--- src/rtl/irq_pkg.sv ---
`timescale 1ns/1ps
// Shared constants and per-source property functions for the nested
// interrupt arbiter. Assumes the ranking is the source index (0 highest).
package irq_pkg;
    localparam int LVL_W = 2;
    localparam int NLVL  = 1 << LVL_W;
    localparam int VEC_W = 16;

    // Vector address of a source index.
    function automatic logic [VEC_W-1:0] vec_of(input int idx);
        case (idx)
            0:       vec_of = 16'h0003;
            1:       vec_of = 16'h002B;
            2:       vec_of = 16'h0053;
            3:       vec_of = 16'h000B;
            4:       vec_of = 16'h0033;
            5:       vec_of = 16'h005B;
            default: vec_of = 16'h0063 + VEC_W'((idx - 6) * 8);
        endcase
    endfunction

    // Source may wake the core from power-down.
    function automatic bit wake_ok(input int idx);
        wake_ok = (idx == 0) || (idx == 1) || (idx == 5);
    endfunction

    // Flag cleared by hardware when the grant is acknowledged.
    function automatic bit hw_clr_ok(input int idx);
        hw_clr_ok = (idx == 0) || (idx == 3);
    endfunction

    // Flag may be cleared by software.
    function automatic bit sw_clr_ok(input int idx);
        sw_clr_ok = (idx != 0);
    endfunction
endpackage

--- src/rtl/irq_flags.sv ---
`timescale 1ns/1ps
// Pending flag register per source. A set pulse wins over any clear in the
// same cycle. Hardware and software clear rights are fixed per index.
module irq_flags #(
    parameter int NSRC = 13
) (
    input  logic            clk,
    input  logic            rst_n,
    input  logic [NSRC-1:0] set_i,
    input  logic [NSRC-1:0] sw_clr_i,
    input  logic [NSRC-1:0] grant_clr_i,
    output logic [NSRC-1:0] flag_o
);
    for (genvar i = 0; i < NSRC; i++) begin : g_flag
        localparam bit HW = irq_pkg::hw_clr_ok(i);
        localparam bit SW = irq_pkg::sw_clr_ok(i);
        logic kill;
        // Combine the clear sources this index honours.
        always_comb kill = (HW && grant_clr_i[i]) || (SW && sw_clr_i[i]);
        // Latch, hold or drop the pending flag.
        always_ff @(posedge clk) begin
            if (!rst_n)        flag_o[i] <= 1'b0;
            else if (set_i[i]) flag_o[i] <= 1'b1;
            else if (kill)     flag_o[i] <= 1'b0;
        end
    end
endmodule

--- src/rtl/irq_pick.sv ---
`timescale 1ns/1ps
// Combinational winner selection: highest level first, then lowest index.
// Assumes pend_i already has disabled sources masked off.
module irq_pick #(
    parameter int NSRC = 13
) (
    input  logic [NSRC-1:0]            pend_i,
    input  logic [NSRC-1:0]            prio_hi_i,
    input  logic [NSRC-1:0]            prio_lo_i,
    output logic                       any_o,
    output logic [irq_pkg::LVL_W-1:0]  lvl_o,
    output logic [NSRC-1:0]            win_oh_o,
    output logic [irq_pkg::VEC_W-1:0]  vec_o
);
    localparam int LVL_W = irq_pkg::LVL_W;
    localparam int NLVL  = irq_pkg::NLVL;
    localparam int VEC_W = irq_pkg::VEC_W;

    logic [NLVL-1:0][NSRC-1:0] lvl_pend;
    logic [VEC_W-1:0]          vtab [NSRC];
    logic [NSRC-1:0]           sel;

    for (genvar l = 0; l < NLVL; l++) begin : g_lvl
        for (genvar i = 0; i < NSRC; i++) begin : g_src
            // Source i pending at level l.
            assign lvl_pend[l][i] = pend_i[i] && ({prio_hi_i[i], prio_lo_i[i]} == LVL_W'(l));
        end
    end

    for (genvar i = 0; i < NSRC; i++) begin : g_vtab
        assign vtab[i] = irq_pkg::vec_of(i);
    end

    // Find the highest level that has any pending source.
    always_comb begin
        any_o = 1'b0;
        lvl_o = '0;
        for (int l = 0; l < NLVL; l++) begin
            if (|lvl_pend[l]) begin
                any_o = 1'b1;
                lvl_o = LVL_W'(l);
            end
        end
    end

    // Isolate the lowest-index pending source at the winning level.
    always_comb begin
        sel      = lvl_pend[lvl_o];
        win_oh_o = sel & (~sel + {{(NSRC-1){1'b0}}, 1'b1});
    end

    // Select the vector of the one-hot winner.
    always_comb begin
        vec_o = '0;
        for (int i = 0; i < NSRC; i++) begin
            if (win_oh_o[i]) vec_o = vec_o | vtab[i];
        end
    end
endmodule

--- src/rtl/irq_svc.sv ---
`timescale 1ns/1ps
// In-service level record and vector hold. Assumes take and reti never
// coincide and that reti only arrives while some level is in service.
module irq_svc (
    input  logic                      clk,
    input  logic                      rst_n,
    input  logic                      take_i,
    input  logic [irq_pkg::LVL_W-1:0] take_lvl_i,
    input  logic                      reti_i,
    input  logic                      taken_i,
    input  logic [irq_pkg::VEC_W-1:0] live_vec_i,
    output logic [irq_pkg::NLVL-1:0]  svc_o,
    output logic [irq_pkg::LVL_W:0]   ceil_o,
    output logic                      hold_o,
    output logic [irq_pkg::VEC_W-1:0] vec_o
);
    localparam int LVL_W = irq_pkg::LVL_W;
    localparam int NLVL  = irq_pkg::NLVL;
    localparam int VEC_W = irq_pkg::VEC_W;

    logic [LVL_W-1:0] top_idx;
    logic [NLVL-1:0]  svc_nx;
    logic [VEC_W-1:0] held_vec;

    // Locate the highest level in service.
    always_comb begin
        top_idx = '0;
        for (int l = 0; l < NLVL; l++) begin
            if (svc_o[l]) top_idx = LVL_W'(l);
        end
        ceil_o = (svc_o == '0) ? '0 : ({1'b0, top_idx} + {{LVL_W{1'b0}}, 1'b1});
    end

    // Next in-service vector after return and grant.
    always_comb begin
        svc_nx = svc_o;
        if (reti_i && (svc_o != '0)) svc_nx[top_idx] = 1'b0;
        if (take_i) svc_nx[take_lvl_i] = 1'b1;
    end

    // Register the in-service record.
    always_ff @(posedge clk) begin
        if (!rst_n) svc_o <= '0;
        else        svc_o <= svc_nx;
    end

    // Freeze the granted vector until the core reports it latched.
    always_ff @(posedge clk) begin
        if (!rst_n) begin
            hold_o   <= 1'b0;
            held_vec <= '0;
        end else if (take_i) begin
            hold_o   <= 1'b1;
            held_vec <= live_vec_i;
        end else if (taken_i) begin
            hold_o   <= 1'b0;
        end
    end

    // Present the held or the live vector.
    always_comb vec_o = hold_o ? held_vec : live_vec_i;
endmodule

--- src/rtl/irq_nest_arb.sv ---
`timescale 1ns/1ps
// Four-level nested interrupt arbiter top. Assumes src_set, sw_clr and the
// core pulses are synchronous to clk and one cycle wide.
module irq_nest_arb #(
    parameter int NSRC = 13
) (
    input  logic                     clk,
    input  logic                     rst_n,
    input  logic                     glb_en,
    input  logic [NSRC-1:0]          src_set,
    input  logic [NSRC-1:0]          sw_clr,
    input  logic [NSRC-1:0]          src_en,
    input  logic [NSRC-1:0]          prio_hi,
    input  logic [NSRC-1:0]          prio_lo,
    input  logic                     cpu_ack,
    input  logic                     cpu_reti,
    input  logic                     vec_taken,
    output logic                     irq_req,
    output logic [irq_pkg::VEC_W-1:0] irq_vec,
    output logic [irq_pkg::NLVL-1:0] svc_lvls,
    output logic                     wake
);
    localparam int LVL_W = irq_pkg::LVL_W;
    localparam int VEC_W = irq_pkg::VEC_W;

    logic [NSRC-1:0]  flags, pend, win_oh, grant_clr, wake_mask;
    logic             any_pend, take, hold;
    logic [LVL_W-1:0] win_lvl;
    logic [LVL_W:0]   ceil, win_rank;
    logic [VEC_W-1:0] live_vec;

    for (genvar i = 0; i < NSRC; i++) begin : g_wmask
        assign wake_mask[i] = irq_pkg::wake_ok(i);
    end

    irq_flags #(.NSRC(NSRC)) u_flags (
        .clk(clk), .rst_n(rst_n), .set_i(src_set), .sw_clr_i(sw_clr),
        .grant_clr_i(grant_clr), .flag_o(flags)
    );

    irq_pick #(.NSRC(NSRC)) u_pick (
        .pend_i(pend), .prio_hi_i(prio_hi), .prio_lo_i(prio_lo),
        .any_o(any_pend), .lvl_o(win_lvl), .win_oh_o(win_oh), .vec_o(live_vec)
    );

    irq_svc u_svc (
        .clk(clk), .rst_n(rst_n), .take_i(take), .take_lvl_i(win_lvl),
        .reti_i(cpu_reti), .taken_i(vec_taken), .live_vec_i(live_vec),
        .svc_o(svc_lvls), .ceil_o(ceil), .hold_o(hold), .vec_o(irq_vec)
    );

    // Mask disabled sources and build the wake indication.
    always_comb begin
        pend = flags & src_en;
        wake = |(pend & wake_mask);
    end

    // Request only above the in-service ceiling and outside a vector hold.
    always_comb begin
        win_rank  = {1'b0, win_lvl} + {{LVL_W{1'b0}}, 1'b1};
        irq_req   = glb_en && any_pend && !hold && (win_rank > ceil);
        take      = cpu_ack && irq_req;
        grant_clr = win_oh & {NSRC{take}};
    end
endmodule

--- config.mk ---
export PLATFORM = sky130hd
export DESIGN_NAME = irq_nest_arb
export DESIGN_NICKNAME = d
export VERILOG_FILES = /design/src/rtl/irq_pkg.sv /design/src/rtl/irq_flags.sv /design/src/rtl/irq_pick.sv /design/src/rtl/irq_svc.sv /design/src/rtl/irq_nest_arb.sv
export SDC_FILE = /design/constraint.sdc
export NUM_CORES = 1
export LEC_CHECK = 0
export BUFFER_PORTS_ARGS = -buffer_cell sky130_fd_sc_hd__buf_2
export CELL_PAD_IN_SITES_DETAIL_PLACEMENT = 0
export CELL_PAD_IN_SITES_GLOBAL_PLACEMENT = 1
export CORE_MARGIN = 3
export CORE_UTILIZATION = 31
export DETAILED_ROUTE_END_ITERATION = 8
export MAX_ROUTING_LAYER = met4
export PLACE_DENSITY = 0.76
export SLEW_MARGIN = 5
export SYNTH_ARGS = -nofsm -noshare
export SYNTH_HDL_FRONTEND = slang
export SYNTH_SLANG_ARGS = --single-unit
--- constraint.sdc ---
create_clock -name clk -period 3.3 [get_ports clk]
set_input_delay 0.495 -clock clk [delete_from_list [all_inputs] [get_ports clk]]
set_output_delay 0.495 -clock clk [all_outputs]
set_load 0.01 [all_outputs]
==> summary.txt, run 1 <==
Synth
  – Post-synth EDFFs: 0
  – Ys flop type: dfxtp_1
  – Syn Area/Cell: 7.25 um^2
  – Sequential fraction of the synthesis area: 19.7%
  – Synth top area share: 19.7%
  – Synth area leader: dfxtp_1
  – Commonest cells post-synth: 34 x nor2_1, 33 x a21oi_1, 29 x inv_1, 26 x nand2_1, 24 x dfxtp_1
  – Synth async-reset ratio: 0%
  – Area contributors post-synth: dfxtp_1 20%, a21oi_1 6.8%, nand4b_1 5.7%
  – Gate Count Post-Synth: 337
  – Yosys warns: 0
  – Mapped cell area: 0.00244 mm^2
  – Yosys reg bits: 24
  – Yosys cell types: 69
  – Count leader, synth: nor2_1

Critical path
  – CP max-delay cell: or4_4
  – Highest cell delay on the worst timing path: 530 ps
  – Setup crit start kind: flip-flop
  – Crit Path Class: reg2out
  – Setup crit end kind: output port
  – Crit path cell chain: and4b_1, or4_4, nor3_4, nand3_4, or4_4, a31oi_4, nand4b_1, nor3_1, o2bb2ai_1, mux2_2, buf_2
  – Maximum net fanout on the critical path: 8
  – Crit-path leading delay family: simple AND/OR/NAND/NOR gates
  – WP buf/inv: 1
  – Req. time, crit path: 2800 ps
  – Most common cell on crit path: or4_4
  – Data arrival, critical path: 3390 ps

Drt
  – First DRT Iteration DRCs: 179
  – Routed via count: 3,300
  – Routed len/inst: 15.7 um
  – Drt total wl: 9890 um
  – Vias per cell: 5.25
  – Post-route DRC: 0
  – First-pass DRT Iterations: 4
  – Post-DRT Antenna Nets: 0

Clocking
  – CTS clk-pin slew, worst paths: 120 ps
  – H-tree Lvls: 1
  – TritonCTS clock tree: yes
  – Total CTS buffers: 3
  – Sinks on Clock Net: 24
  – Clock Latency Late Sink: 300 ps
  – CTS root buf: clkbuf_8
  – Max clock buf depth: 2
  – CTS Hold Bufs: 0

Finish
  – Layout net count: 607
  – Antenna fix cells: 0
  – Area growth syn-to-layout: 65.6%
  – FILL cells: 739
  – Share of cells above drive strength 1: 45.7%

Placement
  – Gpl congestion: 0.957
  – DP HPWL: 8030 um
  – Port Buf Inserts: 82

Timing
  – Final setup violation count: 13
  – RSZ-0062 raised after global routing: yes
  – Slew Limit Fails: 0
  – Fin Clk Skew: 23.3 ps
  – Max Fclk: 257 MHz
  – Final Cycle Share: 118%
  – Worst Setup Slack, final: -590 ps
  – Slew headroom: 48.5%
  – Worst-margin pin slew: 772 ps
  – Worst Hold Slack: 390 ps
  – Final TNS setup: -4580 ps
  – Endpoints failing hold: 0
  – Final min period: 3890 ps

GRT
  – Total gr overflow: 0
  – Antenna violations before repair: 0
  – Global Route Usage Sum: 21.9%
  – First-pass GRT wire length: 14,900 um
  – Largest net degree at the start of global routing: 21
  – Number of global-route vias before repair: 3,113

Hold path
  – Hold Path Class: in2reg

Floorplanning
  – Top Ports: 93
  – Initial Util: 32.8%
  – Core footprint: 0.00745 mm^2
  – Die ar.: 0.00898 mm^2
  – Core Rows: 31
  – Die H: 94.8 um
  – Chip width: 94.8 um

Job
  – Max-Cap Viols: 0

Power and ir drop
  – Leakage Power: 1.96 nW
  – Total power: 1.29 mW
  – Pwr/cell area: 319 mW/mm^2
  – Worst vdd ir: 0.281 mV

Run status
  – Status: finished with violations
  – Failing checks: setup timing
[layout by cell type, fill, tap and decap left out, types with 4 or more instances in the layout]
cell      synthesis  final
conb_1            1      9
buf_4            10    110
inv_1            29     28
ha_1              6      5
nor3_1           10      8
a21oi_1          33     29
and4b_1           4      4
o21ai_1           2      4
nand2_1          26     25
dfxtp_1          24     22
nor2_1           34     33
nand4_1          11     11
o31a_1            5      5
o21ai_0          15     10
nand3_1          14     14
buf_2             1     80
nand2b_1          8      8
nand4b_1         16     16
o32a_1            4      4
buf_6             1      6
and2_1            5      5
[per-layer routing]
layer / wire length (um) / vias up / GRT usage [%]
met5: 0 / - / -
met2: 4850 / 82 / 37.3
li1: - / 1651 / -
met4: 204 / 0 / 6.37
met3: 525 / 13 / 2.87
met1: 4310 / 1554 / 27.1
[metrics by stage]
step	utilization (%)	setup WS (ps)	cells	instance area (um^2)
global placement	50.7	-500	622	3780
CTS	52.3	-540	626	3900
floorplan	-	-50.5	345	2490
detailed placement	50.7	-498	622	3780
finish	54.4	-590	628	4050
global route	54.4	-755	628	4050
[where the power goes]
group | internal [mW] | leakage [nW] | switching, mW
sequential | 0.307 | 0.198 | 0.0159
combinational | 0.343 | 1.72 | 0.335
clock | 0.163 | 0.0357 | 0.127
[flip-flops by register name (all words and copies together) (netlist names)]
signal	flops
u_svc.hold_o	1
u_svc.held_vec	6
u_svc.svc_o	4
u_flags.flag_o	13
[cell families after synthesis]
group	Yosys count	share of synthesized area, %
other	1	0.153
muxes	2	0.922
DFF	24	19.7
buffers and inverters	46	8.96
and+or+nand+nor	158	38.5
AOI/OAI and AO/OA	100	28.7
adders and majority gates	6	3.07
[path summary, 6_finish.rpt]
| kind | cells after the start | startpoint | endpoint | slack (ps) |
|---|---|---|---|---|
| setup / recovery | 11 | u_flags.flag_o[7]$_SDFFE_PN0P_ | irq_vec[4] | -590 |
| hold / removal | 3 | src_set[1] | u_flags.flag_o[1]$_SDFFE_PN0P_ | 390 |
| setup reg to reg | 13 | u_flags.flag_o[4]$_SDFFE_PN0P_ | u_svc.held_vec[6]$_SDFFE_PN0N_ | -100 |
| hold reg to reg | 2 | u_svc.held_vec[7]$_SDFFE_PN0N_ | u_svc.held_vec[7]$_SDFFE_PN0N_ | 470 |
[worst min-delay path, stage by stage]
cell and delay, ps:
buf_2 70, a21oi_1 30, nor2_1 60
[repair_timing]
action                                  in CTS  in global routing
setup buffers                                0                  3
pin swaps                                    1                  6
endpoints found under the setup margin      21                 21
resized for setup                           11                 29
cloned                                       0                  0
[area by class of cell]
type                            count  area, um^2  area share (%)
Tap cell                           99         124            3.06
Clock inverter                      1        30.0           0.742
Timing Repair Buffer              197        1310            32.5
Clock buffer                        3        41.3            1.02
Inverter                           29         109            2.69
Multi-Input combinational cell    275        1950            48.1
Sequential cell                    24         483            11.9
Power figures use the tool's default switching activity.
==> inputs of run 2 (changes only) <==
--- a/config.mk
+++ b/config.mk
@@ -6,10 +6,8 @@
 export NUM_CORES = 1
 export LEC_CHECK = 0
 export BUFFER_PORTS_ARGS = -buffer_cell sky130_fd_sc_hd__buf_2
-export CELL_PAD_IN_SITES_DETAIL_PLACEMENT = 0
-export CELL_PAD_IN_SITES_GLOBAL_PLACEMENT = 1
 export CORE_MARGIN = 3
-export CORE_UTILIZATION = 31
+export CORE_UTILIZATION = 45
 export DETAILED_ROUTE_END_ITERATION = 8
 export MAX_ROUTING_LAYER = met4
 export PLACE_DENSITY = 0.76
==> run 2 against run 1 <==
  * The run still ends with setup timing left
  * Via count rose by 7.3%
  * Register-to-register slack lost 50 ps
  * Routed wire length up 5.4%
  * Setup slack better by 45 ps
  * Core utilization increased by 25 points
  * Flip-flop and latch count did not move
  * Clock skew shrank 17 ps
  * Sequential share of layout area fell by 0.15 points
  * Design area grew 1.8%
  * Largest power group unchanged
==> summary.txt, run 2 (synthesis gave the netlist of run 1 again) <==
Clocking
  – H-tree Lvls: 1
  – Clock Latency Late Sink: 290 ps
  – TritonCTS clock tree: yes
  – Sinks on Clock Net: 24
  – Total CTS buffers: 3
  – Max clock buf depth: 2
  – CTS Hold Bufs: 0
  – CTS root buf: clkbuf_8
  – CTS clk-pin slew, worst paths: 100 ps

Timing
  – Final TNS setup: -4670 ps
  – Final setup violation count: 19
  – Final Cycle Share: 117%
  – Slew Limit Fails: 0
  – Worst Setup Slack, final: -545 ps
  – Worst Hold Slack: 408 ps
  – Endpoints failing hold: 0
  – Fin Clk Skew: 5.81 ps
  – Worst-margin pin slew: 749 ps
  – Max Fclk: 260 MHz
  – RSZ-0062 raised after global routing: yes
  – Slew headroom: 50.0%
  – Final min period: 3850 ps

GRT
  – Global Route Usage Sum: 32.4%
  – First-pass GRT wire length: 15,700 um
  – Largest net degree at the start of global routing: 21
  – Total gr overflow: 0
  – Number of global-route vias before repair: 3,346
  – Antenna violations before repair: 0

Critical path
  – Setup crit start kind: flip-flop
  – CP max-delay cell: or4_4
  – Crit Path Class: reg2out
  – Most common cell on crit path: o21ai_1
  – Register-to-Register Setup Slack: -150 ps
  – Req. time, crit path: 2800 ps
  – Worst Reg-to-Reg Cells: 13
  – Crit path cell chain: and4b_1, or4_4, nor3_4, nand3_4, buf_4, o32a_1, a31oi_4, or3b_4, a211oi_4, o21ai_1, o21ai_1, buf_2
  – Worst R2R End: u_svc.held_vec[5]$_SDFFE_PN0N_
  – Highest cell delay on the worst timing path: 550 ps
  – Maximum net fanout on the critical path: 4
  – Data arrival, critical path: 3350 ps
  – R2r startpoint: u_flags.flag_o[2]$_SDFFE_PN0P_
  – Setup crit end kind: output port

Placement
  – Gpl congestion: 0.975
  – DP HPWL: 7800 um
  – Post-Place Cells: 588
  – Setup WS pre-CTS: -496 ps
  – Port Buf Inserts: 82

Drt
  – First DRT Iteration DRCs: 229
  – First-pass DRT Iterations: 5
  – Routed via count: 3,541
  – Post-DRT Antenna Nets: 0
  – Drt total wl: 10,400 um
  – Vias per cell: 5.84
  – Routed len/inst: 17.2 um
  – Post-route DRC: 0

Power and ir drop
  – P_sw: 0.490 mW
  – Worst vdd ir: 0.245 mV
  – Pwr/cell area: 309 mW/mm^2
  – Switch share: 38.5%
  – P_int: 0.783 mW
  – Leakage Power: 1.99 nW
  – Clock power share: 17.4%
  – Comb power frac: 57.2%
  – Seq pwr share: 25.4%

Floorplanning
  – Chip width: 79.7 um
  – Top Ports: 93
  – Die ar.: 0.00635 mm^2
  – Core Rows: 26
  – Die H: 79.7 um
  – Core footprint: 0.00517 mm^2
  – Initial Util: 47.2%

Finish
  – Area growth syn-to-layout: 68.6%
  – Layout net count: 614
  – Largest reg by FF count: u_flags.flag_o
  – Fin cells: 606
  – Antenna fix cells: 0
  – Share of cells above drive strength 1: 47.9%
  – Max reg flops: 13
  – Biggest regs: u_flags.flag_o (13), u_svc.held_vec (6), u_svc.svc_o (4)
  – Commonest non-fill, non-tap cell in the layout: buf_4
  – Most frequent cells in the layout: 117 x buf_4, 75 x buf_2, 32 x nor2_1

Hold path
  – Hold Path Class: in2reg
  – Worst hold path stage count: 2
  – Hold Path End: u_flags.flag_o[3]$_SDFFE_PN0P_
  – Hold_sp: src_set[3]

Run status
  – Status: finished with violations
  – Failing checks: setup timing

Job
  – Max-Cap Viols: 0
-- run 2: final cells by class --
| cell class | count | area, um^2 |
|---|---|---|
| multi-input combinational | 275 | 1970 |
| timing repair buffer | 204 | 1420 |
| fill | 378 | 1050 |
| sequential | 24 | 485 |
| inverter | 29 | 109 |
| tap | 70 | 87.6 |
| clock buffer | 4 | 55.1 |
-- run 2: power groups by stage --
| stage | Sequential [mW] | Combinational [mW] | Clock (mW) |
|---|---|---|---|
| after floorplan | 0.326 | 0.292 | 0 |
| after global placement | 0.328 | 0.588 | 0 |
| after detailed placement | 0.329 | 0.602 | 0 |
| after CTS | 0.322 | 0.668 | 0.222 |
| after global routing | 0.324 | 0.777 | 0.230 |
| final | 0.323 | 0.728 | 0.222 |
-- run 2: worst max-delay path by stage --
stage | slack, ps | end | cells past startpoint | from
2_1_floorplan | -50 | irq_vec[3] | 10 | prio_lo[1]
3_3_place_gp | -500 | irq_vec[3] | 14 | prio_lo[4]
3_5_place_dp | -500 | u_svc.held_vec[4]$_SDFFE_PN0N_ | 16 | src_en[7]
4_1_cts | -490 | irq_vec[4] | 11 | u_flags.flag_o[2]$_SDFFE_PN0P_
5_1_grt | -690 | irq_vec[6] | 11 | u_flags.flag_o[2]$_SDFFE_PN0P_
6_report | -550 | irq_vec[3] | 12 | u_flags.flag_o[2]$_SDFFE_PN0P_
-- run 2: what timing repair did --
action	CTS	global route
buffers inserted	8	6
cloned	1	0
gates resized for setup	28	27
pin swaps	16	8
endpoints found under the setup margin	21	21
-- run 2: worst max-delay path: cells and delay by family (launching register included) --
| family | cells | cell delay (ps) |
|---|---|---|
| compound gates | 5 | 1010 |
| buf+inv | 2 | 290 |
| flops | 1 | 330 |
| simple gates | 5 | 1430 |
-- run 2: through the flow --
| step | total power [mW] | util, % | area (um^2) |
|---|---|---|---|
| after global placement | 0.916 | 71.6 | 3700 |
| after global routing | 1.33 | 79.6 | 4120 |
| after detailed placement | 0.931 | 71.6 | 3700 |
| final | 1.27 | 79.6 | 4120 |
| after floorplan | 0.618 | - | 2490 |
| after CTS | 1.21 | 76.7 | 3970 |
-- run 2: routing by layer --
layer	part of all wire [%]	GRT usage [%]
met4	3.7	12.5
met3	6.6	3.84
met5	0	-
met2	48	56.3
met1	42	38.0
